### src/rtl/nvsum_pkg.sv
package nvsum_pkg;

  // Address source selected by the controller
  typedef enum logic [1:0] {
    ADR_CUR  = 2'd0,  // base + index
    ADR_NEXT = 2'd1,  // base + index + 1
    ADR_SUMH = 2'd2,  // result high byte
    ADR_SUML = 2'd3   // result low byte
  } adrSelT;

  // Strobes from control to datapath
  typedef struct packed {
    logic   init;      // seed checksum, clear index
    logic   latchHi;   // capture returned byte as word high half
    logic   stepWord;  // fold {hi, returned byte}
    logic   stepTail;  // fold {returned byte, 8'h00}
    logic   advance;   // index + 1
    adrSelT adrSel;
  } strobeT;

  // One nibble-folded checksum step
  function automatic logic [15:0] crcStep(input logic [15:0] prev, input logic [15:0] word);
    logic [15:0] d, n1, n2;
    d  = prev ^ word;
    n1 = {12'h000, d[3:0]};
    n2 = {12'h000, d[7:4] ^ d[3:0]};
    return (prev >> 8) ^ (n1 << 3) ^ (n1 << 8) ^ n2 ^ (n2 << 7) ^ (n2 << 12);
  endfunction

endpackage

### src/rtl/nvsum_ctrl.sv
module nvsum_ctrl
  import nvsum_pkg::*;
#(
  parameter int WORD_STEPS = 248,
  parameter int HAS_TAIL   = 0
) (
  input  logic   clk,
  input  logic   rstN,
  input  logic   start,
  input  logic   lastWord,
  output strobeT stb,
  output logic   memRd,
  output logic   memWr,
  output logic   done
);

  typedef enum logic [3:0] {
    S_IDLE  = 4'd0,
    S_RHI   = 4'd1,
    S_CHI   = 4'd2,
    S_RLO   = 4'd3,
    S_CLO   = 4'd4,
    S_RTAIL = 4'd5,
    S_CTAIL = 4'd6,
    S_WHI   = 4'd7,
    S_WLO   = 4'd8,
    S_FIN   = 4'd9
  } stateT;

  localparam stateT AFTER_WORDS = (HAS_TAIL != 0) ? S_RTAIL : S_WHI;
  localparam stateT AFTER_START = (WORD_STEPS > 0) ? S_RHI : AFTER_WORDS;

  stateT state, nextState;

  always_ff @(posedge clk or negedge rstN) begin
    if (!rstN) state <= S_IDLE;
    else       state <= nextState;
  end

  always_comb begin
    nextState = state;
    stb       = '0;
    stb.adrSel = ADR_CUR;
    memRd     = 1'b0;
    memWr     = 1'b0;
    done      = 1'b0;
    unique case (state)
      S_IDLE: begin
        if (start) begin
          stb.init  = 1'b1;
          nextState = AFTER_START;
        end
      end
      S_RHI: begin
        memRd      = 1'b1;
        stb.adrSel = ADR_CUR;
        nextState  = S_CHI;
      end
      S_CHI: begin
        stb.latchHi = 1'b1;
        nextState   = S_RLO;
      end
      S_RLO: begin
        memRd      = 1'b1;
        stb.adrSel = ADR_NEXT;
        nextState  = S_CLO;
      end
      S_CLO: begin
        stb.stepWord = 1'b1;
        stb.advance  = 1'b1;
        nextState    = lastWord ? AFTER_WORDS : S_RHI;
      end
      S_RTAIL: begin
        memRd      = 1'b1;
        stb.adrSel = ADR_CUR;
        nextState  = S_CTAIL;
      end
      S_CTAIL: begin
        stb.stepTail = 1'b1;
        nextState    = S_WHI;
      end
      S_WHI: begin
        memWr      = 1'b1;
        stb.adrSel = ADR_SUMH;
        nextState  = S_WLO;
      end
      S_WLO: begin
        memWr      = 1'b1;
        stb.adrSel = ADR_SUML;
        nextState  = S_FIN;
      end
      S_FIN: begin
        done      = 1'b1;
        nextState = S_IDLE;
      end
      default: nextState = S_IDLE;
    endcase
  end

  AST_DONE_SINGLE: assert property (@(posedge clk) disable iff (!rstN)
    done |=> !done);

  AST_DONE_AFTER_WRITE: assert property (@(posedge clk) disable iff (!rstN)
    done |-> $past(memWr));

  AST_RD_WR_EXCL: assert property (@(posedge clk) disable iff (!rstN)
    !(memRd && memWr));

  AST_BUSY_START_IGNORED: assert property (@(posedge clk) disable iff (!rstN)
    (start && state != S_IDLE && state != S_FIN) |=> (state != S_IDLE && !stb.init));

endmodule

### src/rtl/nvsum_dp.sv
module nvsum_dp
  import nvsum_pkg::*;
#(
  parameter int ADDR_W     = 8,
  parameter int AREA_BASE  = 0,
  parameter int WORD_STEPS = 248,
  parameter int SUM_AT     = 252
) (
  input  logic              clk,
  input  logic              rstN,
  input  strobeT            stb,
  input  logic [7:0]        memRdata,
  output logic [ADDR_W-1:0] memAddr,
  output logic [7:0]        memWdata,
  output logic              lastWord
);

  localparam int IDX_W  = $clog2(WORD_STEPS + 2);
  localparam int LAST_I = (WORD_STEPS > 0) ? WORD_STEPS - 1 : 0;
  localparam logic [ADDR_W-1:0] BASE_A = ADDR_W'(AREA_BASE);
  localparam logic [ADDR_W-1:0] SUMH_A = ADDR_W'(SUM_AT);
  localparam logic [ADDR_W-1:0] SUML_A = ADDR_W'(SUM_AT + 1);

  logic [15:0]      crcReg;
  logic [7:0]       hiByte;
  logic [IDX_W-1:0] idx;

  always_ff @(posedge clk or negedge rstN) begin
    if (!rstN) begin
      crcReg <= 16'hFFFF;
      hiByte <= 8'h00;
      idx    <= '0;
    end else begin
      if (stb.init) begin
        crcReg <= 16'hFFFF;
        idx    <= '0;
      end
      if (stb.latchHi)  hiByte <= memRdata;
      if (stb.stepWord) crcReg <= crcStep(crcReg, {hiByte, memRdata});
      if (stb.stepTail) crcReg <= crcStep(crcReg, {memRdata, 8'h00});
      if (stb.advance)  idx    <= idx + 1'b1;
    end
  end

  assign lastWord = (idx == IDX_W'(LAST_I));

  always_comb begin
    unique case (stb.adrSel)
      ADR_CUR:  memAddr = BASE_A + ADDR_W'(idx);
      ADR_NEXT: memAddr = BASE_A + ADDR_W'(idx) + 1'b1;
      ADR_SUMH: memAddr = SUMH_A;
      ADR_SUML: memAddr = SUML_A;
      default:  memAddr = BASE_A;
    endcase
  end

  assign memWdata = (stb.adrSel == ADR_SUML) ? crcReg[7:0] : crcReg[15:8];

  AST_IDX_BOUND: assert property (@(posedge clk) disable iff (!rstN)
    idx <= IDX_W'(WORD_STEPS));

  AST_HI_BEFORE_STEP: assert property (@(posedge clk) disable iff (!rstN)
    stb.stepWord |-> $past(stb.latchHi, 2));

  AST_SEED_AFTER_INIT: assert property (@(posedge clk) disable iff (!rstN)
    stb.init |=> (crcReg == 16'hFFFF && idx == '0));

endmodule

### src/rtl/nvsum_engine.sv
module nvsum_engine
  import nvsum_pkg::*;
#(
  parameter int ADDR_W    = 8,
  parameter int AREA_BASE = 0,
  parameter int AREA_LEN  = 248,
  parameter int SUM_AT    = 252
) (
  input  logic              clk,
  input  logic              rstN,
  input  logic              start,
  output logic [ADDR_W-1:0] memAddr,
  output logic              memRd,
  output logic              memWr,
  output logic [7:0]        memWdata,
  input  logic [7:0]        memRdata,
  output logic              done
);

  localparam int WORD_STEPS = AREA_LEN - (AREA_LEN % 2);
  localparam int HAS_TAIL   = AREA_LEN % 2;
  localparam logic [ADDR_W-1:0] BASE_A = ADDR_W'(AREA_BASE);
  localparam logic [ADDR_W-1:0] SPAN_A = ADDR_W'(WORD_STEPS);
  localparam logic [ADDR_W-1:0] SUMH_A = ADDR_W'(SUM_AT);
  localparam logic [ADDR_W-1:0] SUML_A = ADDR_W'(SUM_AT + 1);

  strobeT stb;
  logic   lastWord;

  nvsum_ctrl #(
    .WORD_STEPS(WORD_STEPS),
    .HAS_TAIL  (HAS_TAIL)
  ) uCtrl (
    .clk     (clk),
    .rstN    (rstN),
    .start   (start),
    .lastWord(lastWord),
    .stb     (stb),
    .memRd   (memRd),
    .memWr   (memWr),
    .done    (done)
  );

  nvsum_dp #(
    .ADDR_W    (ADDR_W),
    .AREA_BASE (AREA_BASE),
    .WORD_STEPS(WORD_STEPS),
    .SUM_AT    (SUM_AT)
  ) uDp (
    .clk     (clk),
    .rstN    (rstN),
    .stb     (stb),
    .memRdata(memRdata),
    .memAddr (memAddr),
    .memWdata(memWdata),
    .lastWord(lastWord)
  );

  AST_WR_TARGET: assert property (@(posedge clk) disable iff (!rstN)
    memWr |-> (memAddr == SUMH_A || memAddr == SUML_A));

  AST_WR_ORDER: assert property (@(posedge clk) disable iff (!rstN)
    (memWr && memAddr == SUML_A) |-> ($past(memWr) && $past(memAddr) == SUMH_A));

  AST_RD_RANGE: assert property (@(posedge clk) disable iff (!rstN)
    memRd |-> ((memAddr - BASE_A) <= SPAN_A));

endmodule

### config.mk
export PLATFORM = sky130hd
export DESIGN_NAME = nvsum_engine
export DESIGN_NICKNAME = d
export VERILOG_FILES = /design/src/rtl/nvsum_pkg.sv /design/src/rtl/nvsum_ctrl.sv /design/src/rtl/nvsum_dp.sv /design/src/rtl/nvsum_engine.sv
export SDC_FILE = /design/constraint.sdc
export NUM_CORES = 1
export LEC_CHECK = 0
export BUFFER_PORTS_ARGS = -buffer_cell sky130_fd_sc_hd__buf_4
export CORE_UTILIZATION = 25
export DETAILED_ROUTE_END_ITERATION = 6
export PLACE_DENSITY = 0.39
export SETUP_SLACK_MARGIN = 0.4
export SYNTH_ARGS = -nofsm -noshare
export SYNTH_HDL_FRONTEND = slang
export SYNTH_SLANG_ARGS = --single-unit
### constraint.sdc
create_clock -name clk -period 1.6 [get_ports clk]
set_input_delay 0.32 -clock clk [delete_from_list [all_inputs] [get_ports clk]]
set_output_delay 0.32 -clock clk [all_outputs]
set_load 0.01 [all_outputs]
==> results by group <==
Run status
  • Status: complete, but fails checks
  • Failing checks: setup timing

Die
  • Initial Util: 25.7%
  • Core area: 0.00868 mm²
  • Placement Rows: 34
  • Total die area: 0.00931 mm²
  • Die height: 96.5 µm
  • Die W: just under 100 µm
  • Num ports: 30

Power and ir drop
  • Sequential Power Share: 19.0%
  • Static leakage: roughly 1.5 nW
  • P_sw: roughly 0.0032 W
  • Net Sw Frac: 41.7%
  • Clock power frac: around 5.4%
  • Overall power: 0.00779 W
  • Worst VDD drop: 651 µV
  • Comb power frac: 75.6%
  • Int Power: 0.00454 W
  • Pwr Density: 2000 mW/mm²

STA
  • Final hold vios: 0
  • # setup viols final: 45
  • Clock period minus worst slack: 1.98 ns
  • Rel. slew slack: 65.8%
  • Tcrit/Tclk final: 124%
  • Max Clk Rate: 506 MHz
  • Clock Skew: 0.0146 ns
  • RSZ-0062 raised after global routing: true
  • Max Slew Vio Count: 0
  • Setup TNS: -9.75 ns
  • Tightest Pin Transition: about 0.51 ns
  • Final WS setup: -0.377 ns

Place
  • Cell Area, Placed: 0.00309 mm²
  • Global placement routability congestion: 0.738
  • Post-DP HPWL: 4.85 mm
  • IO Port Bufs: 29
  • Worst slack at placement: -0.129 ns

Global route
  • Total gr overflow: 0
  • Tot GR Track Use: 16.7%
  • Largest net degree at the start of global routing: 29
  • First-pass GRT wire length: 11.7 mm
  • Initial antenna violation count: 0
  • Number of global-route vias before repair: 2157

Cells and area
  • Design Area, Final: approximately 0.0039 mm²
  • Layout cell share with drive strength beyond 1: a little under two thirds
  • Diodes inserted: 0
  • Area Growth Syn to Fin: 74.3%
  • NumNets Final: between 300 and 400

Logic synthesis
  • Synthesized area: 0.00223 mm²
  • Avg Synthesized Cell Area: 8.86 µm²
  • Async S/R FF share, synth: 100%
  • Cells after Synth: 252
  • Ys Warns: 0
  • Post-synth EDFFs: 0
  • Netlist cell types: 48
  • Sequential element share of the synthesized area: 32.3%
  • FF+latch count, synth: 28
  • Syn_nets: 264
  • Top_reg_cell synth: dfstp_2

CTS
  • Clock transition at path regs: 0.11 ns
  • Clock Sinks: 28
  • H-tree depth: 1
  • Bufs on Longest Clock Path: 2
  • Root Buffer Master: clkbuf_8
  • Worst-Skew Late Latency: ~0.29 ns
  • Num CTS Buffers: 3
  • CTS tree: built

Route
  • DR DRC count: 0
  • Routed Antenna Nets: 0
  • Routed wire length: 7.45 mm
  • DR vias/cell: 4.91
  • First-pass detailed-route iteration total: 4
  • Via count: between 2k and 2.5k
  • DR iter-0 viols: a little under 80
  • Wire per inst: roughly 17 µm

Worst setup path
  • Slowest Stage Delay on Critical Path: 0.41 ns
  • CP endpoint kind: output pin
  • Worst path slowest cell: dfrtp_1
  • Required @ worst endpoint: 1.28 ns
  • RR Endpoint: uDp.idx[6]$_DFFE_PN0P_
  • R2R setup slack: -0.26 ns
  • CP Data Arrival Time: roughly 1.7 ns
  • Crit-path cells: nand2b_4 -> nor3_4 -> buf_12 -> mux2_2 -> buf_4
  • Critical path class: reg -> out
  • Worst-path fanout max: 10
  • Reg2reg path depth: 7
  • Worst r2r src: uCtrl.state[3]$_DFFE_PN0P_
  • Startpoint Class: flop
  • Crit path launch: uCtrl.state[2]$_DFFE_PN0P_

Min path
  • Hold EP: uDp.crcReg[11]$_DFFE_PN1P_
  • HP Start: memRdata[3]
  • Min-Delay Path Depth: 3
  • Min-Delay Path Class: in -> reg

Job
  • Max-cap viol count: 0
placed cells by master (no fill, tap or decap), types with 4 or more instances in the layout:
cell     synthesis  layout
o21ai_0         25       8
xor2_1           8       5
buf_6            2      27
a21oi_2          0       6
nor2_4           0       4
a21oi_1         14       5
dfrtp_1         12       6
mux2_4           0       5
nor2_1          28      21
o21ai_1          0       6
inv_1            8       8
buf_4            2      72
dfstp_2         16      16
dfrtp_2          0       6
xnor2_1         28      26
o21ai_2          0       9
buf_12           0       4
nand2_1          8       7
power groups by stage:
stage | registers [W] | clock network [W] | logic [W]
after floorplan | 0.00131 | 0 | 0.00300
after global placement | 0.00149 | 0 | 0.00426
after detailed placement | 0.00149 | 0 | 0.00424
after CTS | 0.00146 | 0.000454 | 0.00539
after global routing | 0.00153 | 0.000476 | 0.00632
final | 0.00148 | 0.000421 | 0.00589
timing repair:
action / CTS / global route
buffers inserted: 15 / 5
hold endpoints to repair: 12 / 0
gates cloned: 3 / 0
gates resized for setup: 76 / 55
endpoints found under the setup margin: 45 / 45
pin swaps: 17 / 16
hold buffers: 1 / 0
synth_stat cells (2+ instances only):
library cell	number	share of area, %
nor2_1	28	4.7
xnor2_1	28	11
o21ai_0	25	5.6
dfstp_2	16	19
a21oi_1	14	3.1
dfrtp_1	12	13
buf_2	11	2.5
clkbuf_1	9	1.5
inv_1	8	1.3
mux2_2	8	4.0
nand2_1	8	1.3
xor2_1	8	3.1
o221ai_1	6	2.4
o31ai_1	6	2.0
nand2b_1	4	1.1
nand3_1	4	0.90
nor3b_1	4	1.3
o22ai_1	4	1.1
a221oi_1	3	1.2
a22oi_1	3	1.0
a31oi_1	3	0.84
nor3_1	3	0.67
o221a_2	3	1.5
o31a_1	3	1.2
a211oi_1	2	0.67
a22o_1	2	0.78
and3_1	2	0.56
buf_4	2	0.67
buf_6	2	1.0
o21a_1	2	0.67
xnor3_1	2	2.0
worst max-delay path: cells and delay by family, from the launching register on:
family,cells,cell delay (ns)
multiplexers,1,0.34
AND/OR/NAND/NOR,2,0.32
flip-flops,1,0.41
buffers and inverters,2,0.31
logic make-up after synthesis:
| family | after synthesis | share of synthesized area, % |
|---|---|---|
| AO/OA/AOI/OAI | 79 | 23.2 |
| AND/OR/NAND/NOR | 66 | 16.8 |
| XOR/XNOR | 38 | 16.1 |
| buffers and inverters | 32 | 7.01 |
| flip-flops | 28 | 32.3 |
| multiplexers | 8 | 4.04 |
| adder cells (fa/ha/maj) | 1 | 0.560 |
per-layer routing:
layer  GRT usage, %  vias up  wire [µm]
met4           3.06        0         67
met1           24.9     1096       3830
met2           25.7       19       3450
met3           2.11        6        109
li1               -     1084          -
met5              0        -          0
per-stage QoR:
| step | hold WS, ns | util, % | cells |
|---|---|---|---|
| 6_report | 0.391 | 44.8 | 449 |
| 5_1_grt | 0.377 | 44.8 | 449 |
| 4_1_cts | 0.351 | 41.8 | 444 |
| 3_5_place_dp | 0.287 | 35.6 | 421 |
| 3_3_place_gp | 0.289 | 35.6 | 421 |
| 2_1_floorplan | 0.0244 | - | 252 |
state kept, by name, indices dropped and copies added, names as in the netlist:
name,count
uDp.crcReg,16
uCtrl.state,4
uDp.idx,8
area by class of cell:
class,instances,area [µm²]
Multi-Input combinational cell,192,1900
Inverter,8,30.0
Clock buffer,4,45.0
Fill cell,858,4790
Sequential cell,28,728
Tap cell,108,135
Timing Repair Buffer,109,1050
worst max-delay path by stage:
stage	end	depth (start not counted)
6_report	memWdata[6]	5
3_3_place_gp	memAddr[2]	6
4_1_cts	memWdata[6]	5
5_1_grt	memWdata[7]	5
2_1_floorplan	memWdata[0]	4
3_5_place_dp	memAddr[2]	6
No activity file was read; power rests on OpenSTA's default activity.
